`src/rtl/node_pkg.sv`:
```
package node_pkg;
  localparam int unsigned WORD_W_DEF = 32;
  localparam int unsigned DEPTH_DEF  = 32;

  // Outcome of one upstream cycle
  typedef enum logic [1:0] {
    CAP_NONE = 2'd0,
    CAP_GOOD = 2'd1,
    CAP_BAD  = 2'd2
  } cap_e;
endpackage

```
`src/rtl/node_parity.sv`:
```
module node_parity #(
  parameter int unsigned W = 32
) (
  input  logic [W-1:0] word,
  input  logic         par_bit,
  output logic         match
);
  logic [W-1:0] fold;

  // Ripple XOR chain built bit by bit
  assign fold[0] = word[0];
  for (genvar i = 1; i < W; i++) begin : g_fold
    assign fold[i] = fold[i-1] ^ word[i];
  end

  assign match = (fold[W-1] == par_bit);
endmodule

```
`src/rtl/node_fifo.sv`:
```
module node_fifo #(
  parameter int unsigned W     = 32,
  parameter int unsigned DEPTH = 32
) (
  input  logic                       clk,
  input  logic                       rst_n,
  input  logic                       push,
  input  logic [W-1:0]               push_data,
  input  logic                       pop,
  output logic [W-1:0]               pop_data,
  output logic                       full,
  output logic                       empty,
  output logic [$clog2(DEPTH+1)-1:0] count
);
  localparam int unsigned AW = (DEPTH > 1) ? $clog2(DEPTH) : 1;
  localparam int unsigned CW = $clog2(DEPTH + 1);
  localparam logic [AW-1:0] LAST = AW'(DEPTH - 1);

  logic [W-1:0]  mem [DEPTH];
  logic [AW-1:0] wr_ptr, rd_ptr;
  logic          do_push, do_pop;

  function automatic logic [AW-1:0] step(input logic [AW-1:0] p);
    return (p == LAST) ? '0 : p + AW'(1);
  endfunction

  assign full    = (count == CW'(DEPTH));
  assign empty   = (count == '0);
  assign do_push = push & ~full;
  assign do_pop  = pop & ~empty;
  assign pop_data = mem[rd_ptr];

  always_ff @(posedge clk) begin
    if (do_push) mem[wr_ptr] <= push_data;
  end

  always_ff @(posedge clk) begin
    if (!rst_n) begin
      wr_ptr <= '0;
      rd_ptr <= '0;
      count  <= '0;
    end else begin
      if (do_push) wr_ptr <= step(wr_ptr);
      if (do_pop)  rd_ptr <= step(rd_ptr);
      case ({do_push, do_pop})
        2'b10:   count <= count + CW'(1);
        2'b01:   count <= count - CW'(1);
        default: count <= count;
      endcase
    end
  end

  // the producer must never push into a full buffer
  p_no_overflow_r3: assert property (@(posedge clk) disable iff (!rst_n)
    full |-> !push);

  // popping an empty buffer leaves it empty
  p_no_underflow_r8: assert property (@(posedge clk) disable iff (!rst_n)
    (empty && pop && !push) |=> empty);

  // simultaneous store and removal keeps occupancy
  p_pass_through_r9: assert property (@(posedge clk) disable iff (!rst_n)
    (push && pop && !empty && !full) |=> $stable(count));

  // occupancy bounded by depth
  p_count_bound_r10: assert property (@(posedge clk) disable iff (!rst_n)
    count <= CW'(DEPTH));
endmodule

```
`src/rtl/par_chan_node.sv`:
```
module par_chan_node
  import node_pkg::*;
#(
  parameter int unsigned W     = WORD_W_DEF,
  parameter int unsigned DEPTH = DEPTH_DEF
) (
  input  logic                       clk,
  input  logic                       rst_n,
  input  logic                       in_valid,
  input  logic [W-1:0]               in_data,
  input  logic                       in_par,
  output logic                       in_wait,
  output logic                       par_err,
  input  logic                       out_pop,
  output logic [W-1:0]               out_data,
  output logic                       out_empty,
  output logic [$clog2(DEPTH+1)-1:0] out_count
);
  logic par_ok;
  logic buf_full;
  cap_e cap;

  node_parity #(.W(W)) u_par (
    .word    (in_data),
    .par_bit (in_par),
    .match   (par_ok)
  );

  always_comb begin
    if (!in_valid || buf_full) cap = CAP_NONE;
    else if (par_ok)           cap = CAP_GOOD;
    else                       cap = CAP_BAD;
  end

  node_fifo #(.W(W), .DEPTH(DEPTH)) u_buf (
    .clk       (clk),
    .rst_n     (rst_n),
    .push      (cap == CAP_GOOD),
    .push_data (in_data),
    .pop       (out_pop),
    .pop_data  (out_data),
    .full      (buf_full),
    .empty     (out_empty),
    .count     (out_count)
  );

  assign in_wait = buf_full;

  always_ff @(posedge clk) begin
    if (!rst_n) par_err <= 1'b0;
    else        par_err <= (cap == CAP_BAD);
  end

  // an error pulse only follows an actual capture
  p_err_after_capture_r5: assert property (@(posedge clk) disable iff (!rst_n)
    par_err |-> $past(in_valid && !in_wait));

  // idle without pop leaves occupancy alone
  p_idle_quiet_r6: assert property (@(posedge clk) disable iff (!rst_n)
    (!in_valid && !out_pop) |=> $stable(out_count));

  // while waiting the count cannot grow
  p_wait_no_growth_r3: assert property (@(posedge clk) disable iff (!rst_n)
    in_wait |=> (out_count <= $past(out_count)));
endmodule

```
`config.mk`:
```
export PLATFORM = sky130hd
export DESIGN_NAME = par_chan_node
export DESIGN_NICKNAME = d
export VERILOG_FILES = /design/src/rtl/node_pkg.sv /design/src/rtl/node_parity.sv /design/src/rtl/node_fifo.sv /design/src/rtl/par_chan_node.sv
export SDC_FILE = /design/constraint.sdc
export NUM_CORES = 1
export LEC_CHECK = 0
export BUFFER_PORTS_ARGS = -buffer_cell sky130_fd_sc_hd__buf_2
export CAP_MARGIN = 20
export CORE_ASPECT_RATIO = 1.1
export CORE_MARGIN = 5
export CORE_UTILIZATION = 56
export DETAILED_ROUTE_END_ITERATION = 8
export GPL_ROUTABILITY_DRIVEN = 0
export PLACE_DENSITY = 0.73
export SLEW_MARGIN = 20
export SYNTH_ARGS = -nofsm -noshare
export SYNTH_HDL_FRONTEND = slang
export SYNTH_SLANG_ARGS = --single-unit
```
`constraint.sdc`:
```
create_clock -name clk -period 5.66 [get_ports clk]
set_input_delay 1.415 -clock clk [delete_from_list [all_inputs] [get_ports clk]]
set_output_delay 1.415 -clock clk [all_outputs]
set_load 0.01 [all_outputs]
```
==> metrics.csv <==
stage;metric;value;unit
power;clock_power_share;33.1;%
power;combPwrFrac;20.7;%
route;wirelength;96570;um
floorplan;ios;78;
timing;clock_skew;0.02236;ns
power;finalPower;19270;uW
final_layout;fin_cells;2890;
cts;clock-sinks;1046;
timing;rsz0062_at_grt;no;
synthesis;synth_top_area_share;75.97;%
timing;fin_ws;0.6940;ns
timing;max-slew-margin-rel;42.24;%
power;power_leakage;0.01414;uW
power;peakVddDrop;0.0002866;V
synthesis;yosysTopAreaCell;edfxtp_1;
floorplan;dieWidth;266.3;um
timing;whs;0.5393;ns
outcome;outcome;finished, final reports clean;
synthesis;yosysWarnings;0;
power;p_sw_share;25.32;%
timing;worst_pin_slew;0.8665;ns
cts;ctsResizeCount;0;
critical_path;cp_max_fo;46;
critical_path;worst_path_most_repeated_cell;mux4_2;
power;p_int;14390;uW
cts;cts_setup_buffers;0;
critical_path;crit_family;multiplexers;
cts;clkTransAtPathRegs;0.06;ns
final_layout;drive_gt1_share;37.12;%
final_layout;num_antenna_cells;0;
power;seqPwrFrac;46.2;%
critical_path;max_stage_delay;0.84;ns
route;avgRoutedWirePerCell;33.42;um
critical_path;r2r_slack;1.82;ns
critical_path;cp.arrival;3.55;ns
synthesis;synthFlopType;edfxtp_1;
critical_path;critPathLaunchType;register;
critical_path;critical_path_class;register to output port;
cts;postCtsHoldBufs;0;
synthesis;async_flop_share;0;%
synthesis;ys_seq_area_share;77.06;%
route;post-route-drc-count;0;
place;portBuffers;77;
timing;slew_violations;0;
floorplan;fp.dieArea;77760;um^2
critical_path;cp-end-kind;output port;
timing;min_period;4.966;ns
place;place_inst;2712;
synthesis;syn_area;40480;um^2
cts;clk_path_buf_depth;3;
job;drv_cap;0;
global_routing;grt_usage;25.11;%
route;via_per_inst;6.576;
final_layout;nets;1913;
worst_hold_path;hold_class;register to register;
synthesis;syn_avg_cell_area;24.24;um^2
place;post-place-ws;0.4081;ns
floorplan;start_util;56.39;%
route;drt_first_pass_iters;5;
global_routing;overflow;0;
floorplan;core;71780;um^2
route;vias;19010;
critical_path;crit_chain;buf_12, mux4_2, mux4_2, mux2_2, buf_2;
cts;tritoncts;yes;
global_routing;antenna_found_initial;1;
cts;clk_root_buffer_cell;clkbuf_16;
synthesis;yosysMostFrequentCell;edfxtp_1;
synthesis;synth_cell_type_count;47;
floorplan;die_y;292.0;um
critical_path;required;4.24;ns
cts;numCtsBuffers;97;
synthesis;synthTopCellsByCount;1024 x edfxtp_1, 320 x mux4_2, 46 x clkbuf_1, 34 x mux2_2, 28 x xnor2_1;
global_routing;grt_pass1_wl;139600;um
power;net-switching-power;4879;uW
timing;period_share;87.74;%
cts;h-tree-depth;3;
place;hpwl;52420;um
synthesis;syn-instance-count;1670;
route;drtIter0Drc;2461;
floorplan;rows;103;
cts;insertion_delay;0.65;ns
synthesis;synthTopCellsByArea;edfxtp_1 76%, mux4_2 18%, dfxtp_1 1.1%;
final_layout;post-route-util;64.11;%
power;power_density;418.8;nW/um^2
global_routing;grt_pass1_vias;19760;
synthesis;synth_seq_cells;1046;
route;ant_nets;0;
timing;final-hold-violation-count;0;
final_layout;area_delta_synth_final;13.69;%
global_routing;grt_max_degree;61;
critical_path;cp_slowest_cell;dfxtp_4;
synthesis;synth-edff-count;1024;
timing;setup_viol;0;
synthesis;syn_nets;1717;
critical_path;cp_num_buf_inv;2;
timing;max_freq;201.4;MHz
==> registers in the layout (all words and copies together), names as in the netlist, named ones only <==
register      count
u_buf.rd_ptr      5
u_buf.mem      1024
u_buf.wr_ptr      5
par_err           1
u_buf.count       6
==> per-stage QoR <==
| step | TNS (ns) | area (um^2) |
|---|---|---|
| 3_3_place_gp | 0 | 42930 |
| 2_1_floorplan | -6.930 | 40490 |
| 4_1_cts | 0 | 46020 |
| 5_1_grt | 0 | 46020 |
| 6_report | 0 | 46020 |
| 3_5_place_dp | 0 | 42930 |
==> layout by cell type (no fill, tap or decap), types with 10 or more instances in the layout <==
cell type / synthesis / routed
buf_12: 0 / 21
buf_2: 25 / 77
buf_4: 0 / 85
bufinv_16: 0 / 10
clkbuf_1: 46 / 22
clkbuf_16: 0 / 97
clkinv_1: 3 / 20
clkinv_2: 0 / 21
dfxtp_1: 22 / 17
edfxtp_1: 1024 / 1024
ha_1: 10 / 10
mux2_2: 34 / 34
mux4_2: 320 / 320
nand2_1: 16 / 16
nor3_2: 0 / 21
xnor2_1: 28 / 28
==> per-layer routing <==
| metal | global-route usage (%) | routed length (um) | share of wire, % |
|---|---|---|---|
| met1 | 34.06 | 35330 | 37 |
| met2 | 43.04 | 51060 | 53 |
| met3 | 3.986 | 7535 | 7.8 |
| met4 | 7.384 | 2648 | 2.7 |
| met5 | 0 | 0 | 0 |
==> worst paths after layout <==
path                                        to  depth (start not counted)             from
worst max-delay path               out_data[5]                          5         register
worst min-delay path                  register                          2  u_buf.rd_ptr[1]
worst max register to register  u_buf.count[4]                         13   u_buf.count[1]
worst min register to register        register                          2  u_buf.rd_ptr[1]
==> cells by family after synthesis <==
logic type / Yosys count / synth area share, %
flops: 1046 / 77.06
mux: 361 / 18.94
simple gates: 95 / 1.280
buf+inv: 93 / 1.014
xor+xnor: 37 / 0.9274
compound gates: 28 / 0.4730
fa+ha+maj: 10 / 0.3091
==> area by class of cell <==
type | count | area [um^2]
timing repair buffer | 183 | 1444
clock buffer | 119 | 2510
inverter | 7 | 26.28
multi-input combinational | 531 | 9074
sequential | 1046 | 31210
clock inverter | 59 | 575.6
fill | 4459 | 25760
tap | 945 | 1182
==> worst register-to-register path, delay by kind of cell (launching register included) <==
family,cells,cell delay [ns]
simple gates,3,0.98
fa+ha+maj,2,0.57
compound gates,5,1.31
xor+xnor,2,0.25
buf+inv,1,0.24
flops,1,0.39
==> power by group through the flow <==
stage	logic, uW	registers, uW	clock network (uW)
4_1_cts	4050	8910	6470
2_1_floorplan	2890	8960	0
3_5_place_dp	4010	9060	0
6_report	3990	8900	6380
5_1_grt	4260	8920	6820
3_3_place_gp	3960	9050	0
No activity file was read; power rests on OpenSTA's default activity.
